==> src/rtl/bus_tstate_pkg.sv <==
package bus_tstate_pkg;
  localparam int NUM_PH = 4;
  localparam int PH_T0  = 0;
  localparam int PH_T1  = 1;
  localparam int PH_T2  = 2;
  localparam int PH_T3  = 3;
  typedef logic [NUM_PH-1:0] ph_vec_t;
endpackage

==> src/rtl/bus_tstate_launch.sv <==
module bus_tstate_launch (
  input  logic clk,
  input  logic rst,
  input  logic t0,
  input  logic t3,
  input  logic bact,
  input  logic req,
  input  logic req_pf,
  input  logic corr,
  input  logic susp,
  input  logic hold,
  input  logic ready,
  output logic ts,
  output logic t0_adv,
  output logic t0_pre,
  output logic pre_q
);
  logic cur_pf_q, cur_corr_q;
  logic go_idle, go_tail, drop_t0;

  // a request may launch only when no other master owns the bus; a correction needs no pins
  assign go_idle = ~bact & (corr | (req & ~hold));
  assign go_tail = t3 & ((ready & req & ~hold) | pre_q);
  assign ts      = go_idle | go_tail;

  assign t0_pre  = t0 & cur_pf_q & ~cur_corr_q & req & ~req_pf & ~corr & ~susp;
  assign drop_t0 = t0 & (cur_corr_q | (cur_pf_q & (corr | susp)));
  assign t0_adv  = t0 & ~drop_t0 & ~t0_pre;

  always_ff @(posedge clk) begin
    if (rst) begin
      cur_pf_q   <= 1'b0;
      cur_corr_q <= 1'b0;
      pre_q      <= 1'b0;
    end else begin
      pre_q <= t0_pre;
      if (ts) begin
        cur_corr_q <= go_idle & corr;
        cur_pf_q   <= req_pf & ~(go_idle & corr);
      end
    end
  end

  assert_hold_blocks_R5: assert property (@(posedge clk) disable iff (rst)
    (t3 & ready & hold & ~pre_q) |=> !t0);
endmodule

==> src/rtl/bus_tstate_halt.sv <==
module bus_tstate_halt (
  input  logic clk,
  input  logic rst,
  input  logic halt,
  input  logic hold,
  input  logic bact,
  input  logic ts,
  output logic halt_t1,
  output logic halt_cyc_q
);
  logic shown_q;

  assign halt_t1 = halt & ~shown_q & ~hold & ~bact & ~ts;

  always_ff @(posedge clk) begin
    if (rst) begin
      shown_q    <= 1'b0;
      halt_cyc_q <= 1'b0;
    end else begin
      halt_cyc_q <= halt_t1;
      if (hold | ~halt) shown_q <= 1'b0;
      else if (halt_t1) shown_q <= 1'b1;
    end
  end

  assert_single_halt_R9: assert property (@(posedge clk) disable iff (rst)
    halt_cyc_q |-> !halt_t1);
endmodule

==> src/rtl/bus_tstate_ring.sv <==
module bus_tstate_ring
  import bus_tstate_pkg::*;
(
  input  logic    clk,
  input  logic    rst,
  input  logic    ts,
  input  logic    t0_adv,
  input  logic    t0_pre,
  input  logic    pre_q,
  input  logic    halt_t1,
  input  logic    halt_cyc,
  input  logic    ready,
  output ph_vec_t ph_q,
  output ph_vec_t ph_d
);
  always_comb begin
    ph_d        = '0;
    ph_d[PH_T0] = ts;
    ph_d[PH_T1] = t0_adv | halt_t1;
    ph_d[PH_T2] = ph_q[PH_T1] & ~halt_cyc;
    ph_d[PH_T3] = ph_q[PH_T2] | (ph_q[PH_T3] & ~ready & ~pre_q) | t0_pre;
  end

  always_ff @(posedge clk) begin
    if (rst) ph_q <= '0;
    else     ph_q <= ph_d;
  end

  assert_onehot_R12: assert property (@(posedge clk) disable iff (rst)
    $onehot0(ph_q));
  assert_t2_then_t3_R2: assert property (@(posedge clk) disable iff (rst)
    ph_q[PH_T2] |=> ph_q[PH_T3]);
  assert_wait_holds_R4: assert property (@(posedge clk) disable iff (rst)
    (ph_q[PH_T3] & ~ready & ~pre_q) |=> ph_q[PH_T3]);
  assert_halt_no_t2_R9: assert property (@(posedge clk) disable iff (rst)
    (ph_q[PH_T1] & halt_cyc) |=> !ph_q[PH_T2]);
  assert_preempt_t3_R7: assert property (@(posedge clk) disable iff (rst)
    t0_pre |=> ph_q[PH_T3]);
endmodule

==> src/rtl/bus_tstate_seq.sv <==
module bus_tstate_seq
  import bus_tstate_pkg::*;
(
  input  logic              clk,
  input  logic              rst,
  input  logic              req_i,
  input  logic              req_pf_i,
  input  logic              corr_i,
  input  logic              susp_i,
  input  logic              halt_i,
  input  logic              hold_i,
  input  logic              ready_i,
  output logic [NUM_PH-1:0] t_state_o,
  output logic              bus_active_o
);
  ph_vec_t ph_q, ph_d;
  logic ts, t0_adv, t0_pre, pre_q, halt_t1, halt_cyc;
  logic bact_q;

  bus_tstate_launch u_launch (
    .clk(clk), .rst(rst), .t0(ph_q[PH_T0]), .t3(ph_q[PH_T3]), .bact(bact_q),
    .req(req_i), .req_pf(req_pf_i), .corr(corr_i), .susp(susp_i),
    .hold(hold_i), .ready(ready_i), .ts(ts), .t0_adv(t0_adv),
    .t0_pre(t0_pre), .pre_q(pre_q)
  );

  bus_tstate_halt u_halt (
    .clk(clk), .rst(rst), .halt(halt_i), .hold(hold_i), .bact(bact_q),
    .ts(ts), .halt_t1(halt_t1), .halt_cyc_q(halt_cyc)
  );

  bus_tstate_ring u_ring (
    .clk(clk), .rst(rst), .ts(ts), .t0_adv(t0_adv), .t0_pre(t0_pre),
    .pre_q(pre_q), .halt_t1(halt_t1), .halt_cyc(halt_cyc), .ready(ready_i),
    .ph_q(ph_q), .ph_d(ph_d)
  );

  // bus-active is registered from the next-phase terms, one clock ahead of use
  always_ff @(posedge clk) begin
    if (rst) bact_q <= 1'b0;
    else     bact_q <= |ph_d;
  end

  assign t_state_o    = ph_q;
  assign bus_active_o = bact_q;

  assert_active_match_R12: assert property (@(posedge clk) disable iff (rst)
    bus_active_o == (|t_state_o));
endmodule

==> config.mk <==
export PLATFORM = sky130hd
export DESIGN_NAME = bus_tstate_seq
export DESIGN_NICKNAME = d
export VERILOG_FILES = /design/src/rtl/bus_tstate_pkg.sv /design/src/rtl/bus_tstate_launch.sv /design/src/rtl/bus_tstate_halt.sv /design/src/rtl/bus_tstate_ring.sv /design/src/rtl/bus_tstate_seq.sv
export SDC_FILE = /design/constraint.sdc
export NUM_CORES = 1
export LEC_CHECK = 0
export BUFFER_PORTS_ARGS = -buffer_cell sky130_fd_sc_hd__buf_2
export CAP_MARGIN = 10
export CORE_AREA = 2 2 39 41
export CTS_CLUSTER_DIAMETER = 150
export DETAILED_ROUTE_END_ITERATION = 6
export DIE_AREA = 0 0 41 43
export GPL_ROUTABILITY_DRIVEN = 0
export PLACE_DENSITY = 0.53
export SYNTH_ARGS = -nofsm -noshare
export SYNTH_HDL_FRONTEND = slang
export SYNTH_SLANG_ARGS = --single-unit
==> constraint.sdc <==
create_clock -name clk -period 1.8 [get_ports clk]
set_input_delay 0.18 -clock clk [delete_from_list [all_inputs] [get_ports clk]]
set_output_delay 0.18 -clock clk [all_outputs]
set_load 0.05 [all_outputs]
==> reports/metrics.cfg <==
[clock_tree]
numClockSinks=10
cts_buffer_depth=2
tritoncts=done
clock_latency_ps=270
h-tree-depth=1
post_cts_buffers=0
cts_root_buffer=clkbuf_4
cts-resized-gates=0
clkSlewWorstSetupHoldPaths_ps=70
numCtsBuffers=3
holdBufCountCts=0

[worst_setup_path]
crit_type=reg -> reg
r2r-end=u_halt.shown_q
cp_data_arrival_time_ps=1440
rr_worst_depth=4
startpoint_type=flop
end_kind=flop
rrSetupSlack_ps=510
cp_max_fo=6
worstReg2RegStart=bus_active_o
crit_required_ps=1960

[floorplan]
num_io_pins=14
die_w_um=41
core-area_mm2=0.001384
start_util=0.3119
rows=14
die_h_um=43
dieArea_mm2=0.001763

[status]
outcome=complete, no violations

[cells_and_area]
n_antenna_cell=0
layout-drive-gt1-share=0.2903
final_common_cell=buf_2
syn2layout_area_growth_pct=21.16
mostFrequentLayoutCells=13 x buf_2, 10 x dfxtp_1, 6 x nor2_1
fillers=157
fin_nets=72
final_util=0.3779

[pwr]
vdd_drop_max_mv=0.4218
comb_power_share=0.177
clkPwrFrac=0.375
leakagePower_nw=0.2218
p_seq_frac=0.447
power_switching_w=0.0001572
p_sw_frac=0.2869
power_density_mw_per_mm2=1047
power.internal_w=0.0003907

[placed_design]
dp_hpwl_um=658.6
io_buffers=13

[route]
vias_per_cell=4.731
antenna_left=0
drc=0
wl_um=875
vias=369
drtPass1Iterations=4
wire_per_inst_um=11.22
dr.first_iter.drc_count=5

[logic_synthesis]
synth-seq-cells=10
yosysWarnings=0
syn_avg_cell_area_um2=8.809
syn_area_um2=431.7
netlist_instances=49
synth_seq_area_share=0.4638
syn-num-nets=58
ys_types=21

[sta]
setup-violations-final=0
tightestPinTransition_ps=265.5
slew_violations=0
hold_viol_final=0
tns_ps=0
post-route-period-util=0.7140
maxSlewHeadroom=0.8217
clock_skew_ps=6.480
rsz0062_at_grt=false
min_period_ps=1285
fmax_mhz=778.1

[hold_path]
min_to=u_halt.shown_q
hold_path_class=in -> reg
hold_path_startpoint=halt_i
holdPathStages=3

[grt]
grt_max_degree=11
gr-total-overflow=0
grt_pass1_vias=329
grt_usage=0.1250
antenna_found_initial=0
grt_pass1_wl_um=1359

[flow_run]
drv_cap=0

==> layer usage <==
layer  global-route usage  wire length [µm]  share of wire  up-vias
met1               0.1498               413           0.47      167
met3              0.06283                63          0.072        0
met2               0.1594               399           0.46       12
met4               0.1000                 0              0        0
met5                    0                 0              0        -
li1                     -                 -              -      190
==> how the worst max path moves through the flow <==
stage	startpoint	end	slack [ps]	cells after the start
6_report	bus_active_o	u_halt.shown_q	510	4
5_1_grt	bus_active_o	u_launch.cur_pf_q	400	4
4_1_cts	bus_active_o	u_launch.cur_pf_q	520	4
3_5_place_dp	bus_active_o	u_launch.cur_pf_q	530	4
3_3_place_gp	bus_active_o	u_halt.shown_q	560	4
2_1_floorplan	bus_active_o	u_launch.cur_pf_q	310	5
==> cell usage after synthesis <==
cell type	count	area (µm²)
buf_4	2	15.01
buf_6	1	11.26
o21ai_0	1	5.000
nor2_1	6	22.52
o31ai_1	1	7.510
dfxtp_1	10	200.2
and2_1	1	6.260
nand2b_1	2	12.51
a21oi_1	5	25.02
nand4b_1	1	8.760
nor2b_1	2	12.51
nor3_1	2	10.01
nand2_1	5	18.77
clkbuf_1	1	3.750
inv_1	2	7.510
mux2i_1	1	10.01
nor3b_1	2	15.01
and4_1	1	8.760
a41oi_2	1	16.27
nand4_1	1	6.260
or3b_1	1	8.760
==> through the flow <==
| stage | instances | hold WS, ps | power (W) | cell area (µm²) | setup slack [ps] |
|---|---|---|---|---|---|
| floorplan | 49 | 343.3 | 0.0003293 | 431.7 | 306.6 |
| global placement | 74 | 407.1 | 0.0003471 | 486.7 | 563.6 |
| detailed placement | 74 | 414.1 | 0.0003467 | 486.7 | 532.9 |
| CTS | 78 | 184.9 | 0.0005544 | 523.0 | 518.7 |
| global route | 78 | 193.7 | 0.0005770 | 523.0 | 396.0 |
| finish | 78 | 200.4 | 0.0005478 | 523.0 | 514.9 |
==> layout make-up <==
cell class | instances | area, µm² | area share
Timing Repair Buffer | 13 | 65.06 | 0.1244
Tap cell | 16 | 20.02 | 0.03828
Inverter | 2 | 7.507 | 0.01435
Clock buffer | 4 | 36.28 | 0.06938
Multi-Input combinational cell | 33 | 193.9 | 0.3708
Sequential cell | 10 | 200.2 | 0.3828
==> power by group through the flow <==
stage | Combinational, W | Sequential, W | Clock [W]
6_report | 0.0000972 | 0.000245 | 0.000206
5_1_grt | 0.000106 | 0.000247 | 0.000224
4_1_cts | 0.0000975 | 0.000245 | 0.000212
3_5_place_dp | 0.0000970 | 0.000250 | 0
3_3_place_gp | 0.0000977 | 0.000249 | 0
2_1_floorplan | 0.0000607 | 0.000269 | 0
==> sequential cells by signal, indices dropped and copies added (netlist names) <==
| register | cells |
|---|---|
| bus_active_o | 1 |
| u_halt.halt_cyc_q | 1 |
| u_halt.shown_q | 1 |
| u_launch.cur_corr_q | 1 |
| u_launch.cur_pf_q | 1 |
| u_launch.pre_q | 1 |
| u_ring.ph_q | 4 |
==> critical path, stage by stage, from the launching register on <==
cell     delay (ps)
dfxtp_1         340
or3b_1          340
and4_1          260
a21oi_1         180
nor3_1           60
==> cell families (layout without fill, tap and decap cells) <==
family,after synthesis,in the layout,share of synthesized area
AND/OR/NAND/NOR,24,24,0.3015
buffers and inverters,6,19,0.08694
flip-flops,10,10,0.4638
AO/OA/AOI/OAI,8,8,0.1246
multiplexers,1,1,0.02319
Power figures use the tool's default switching activity.
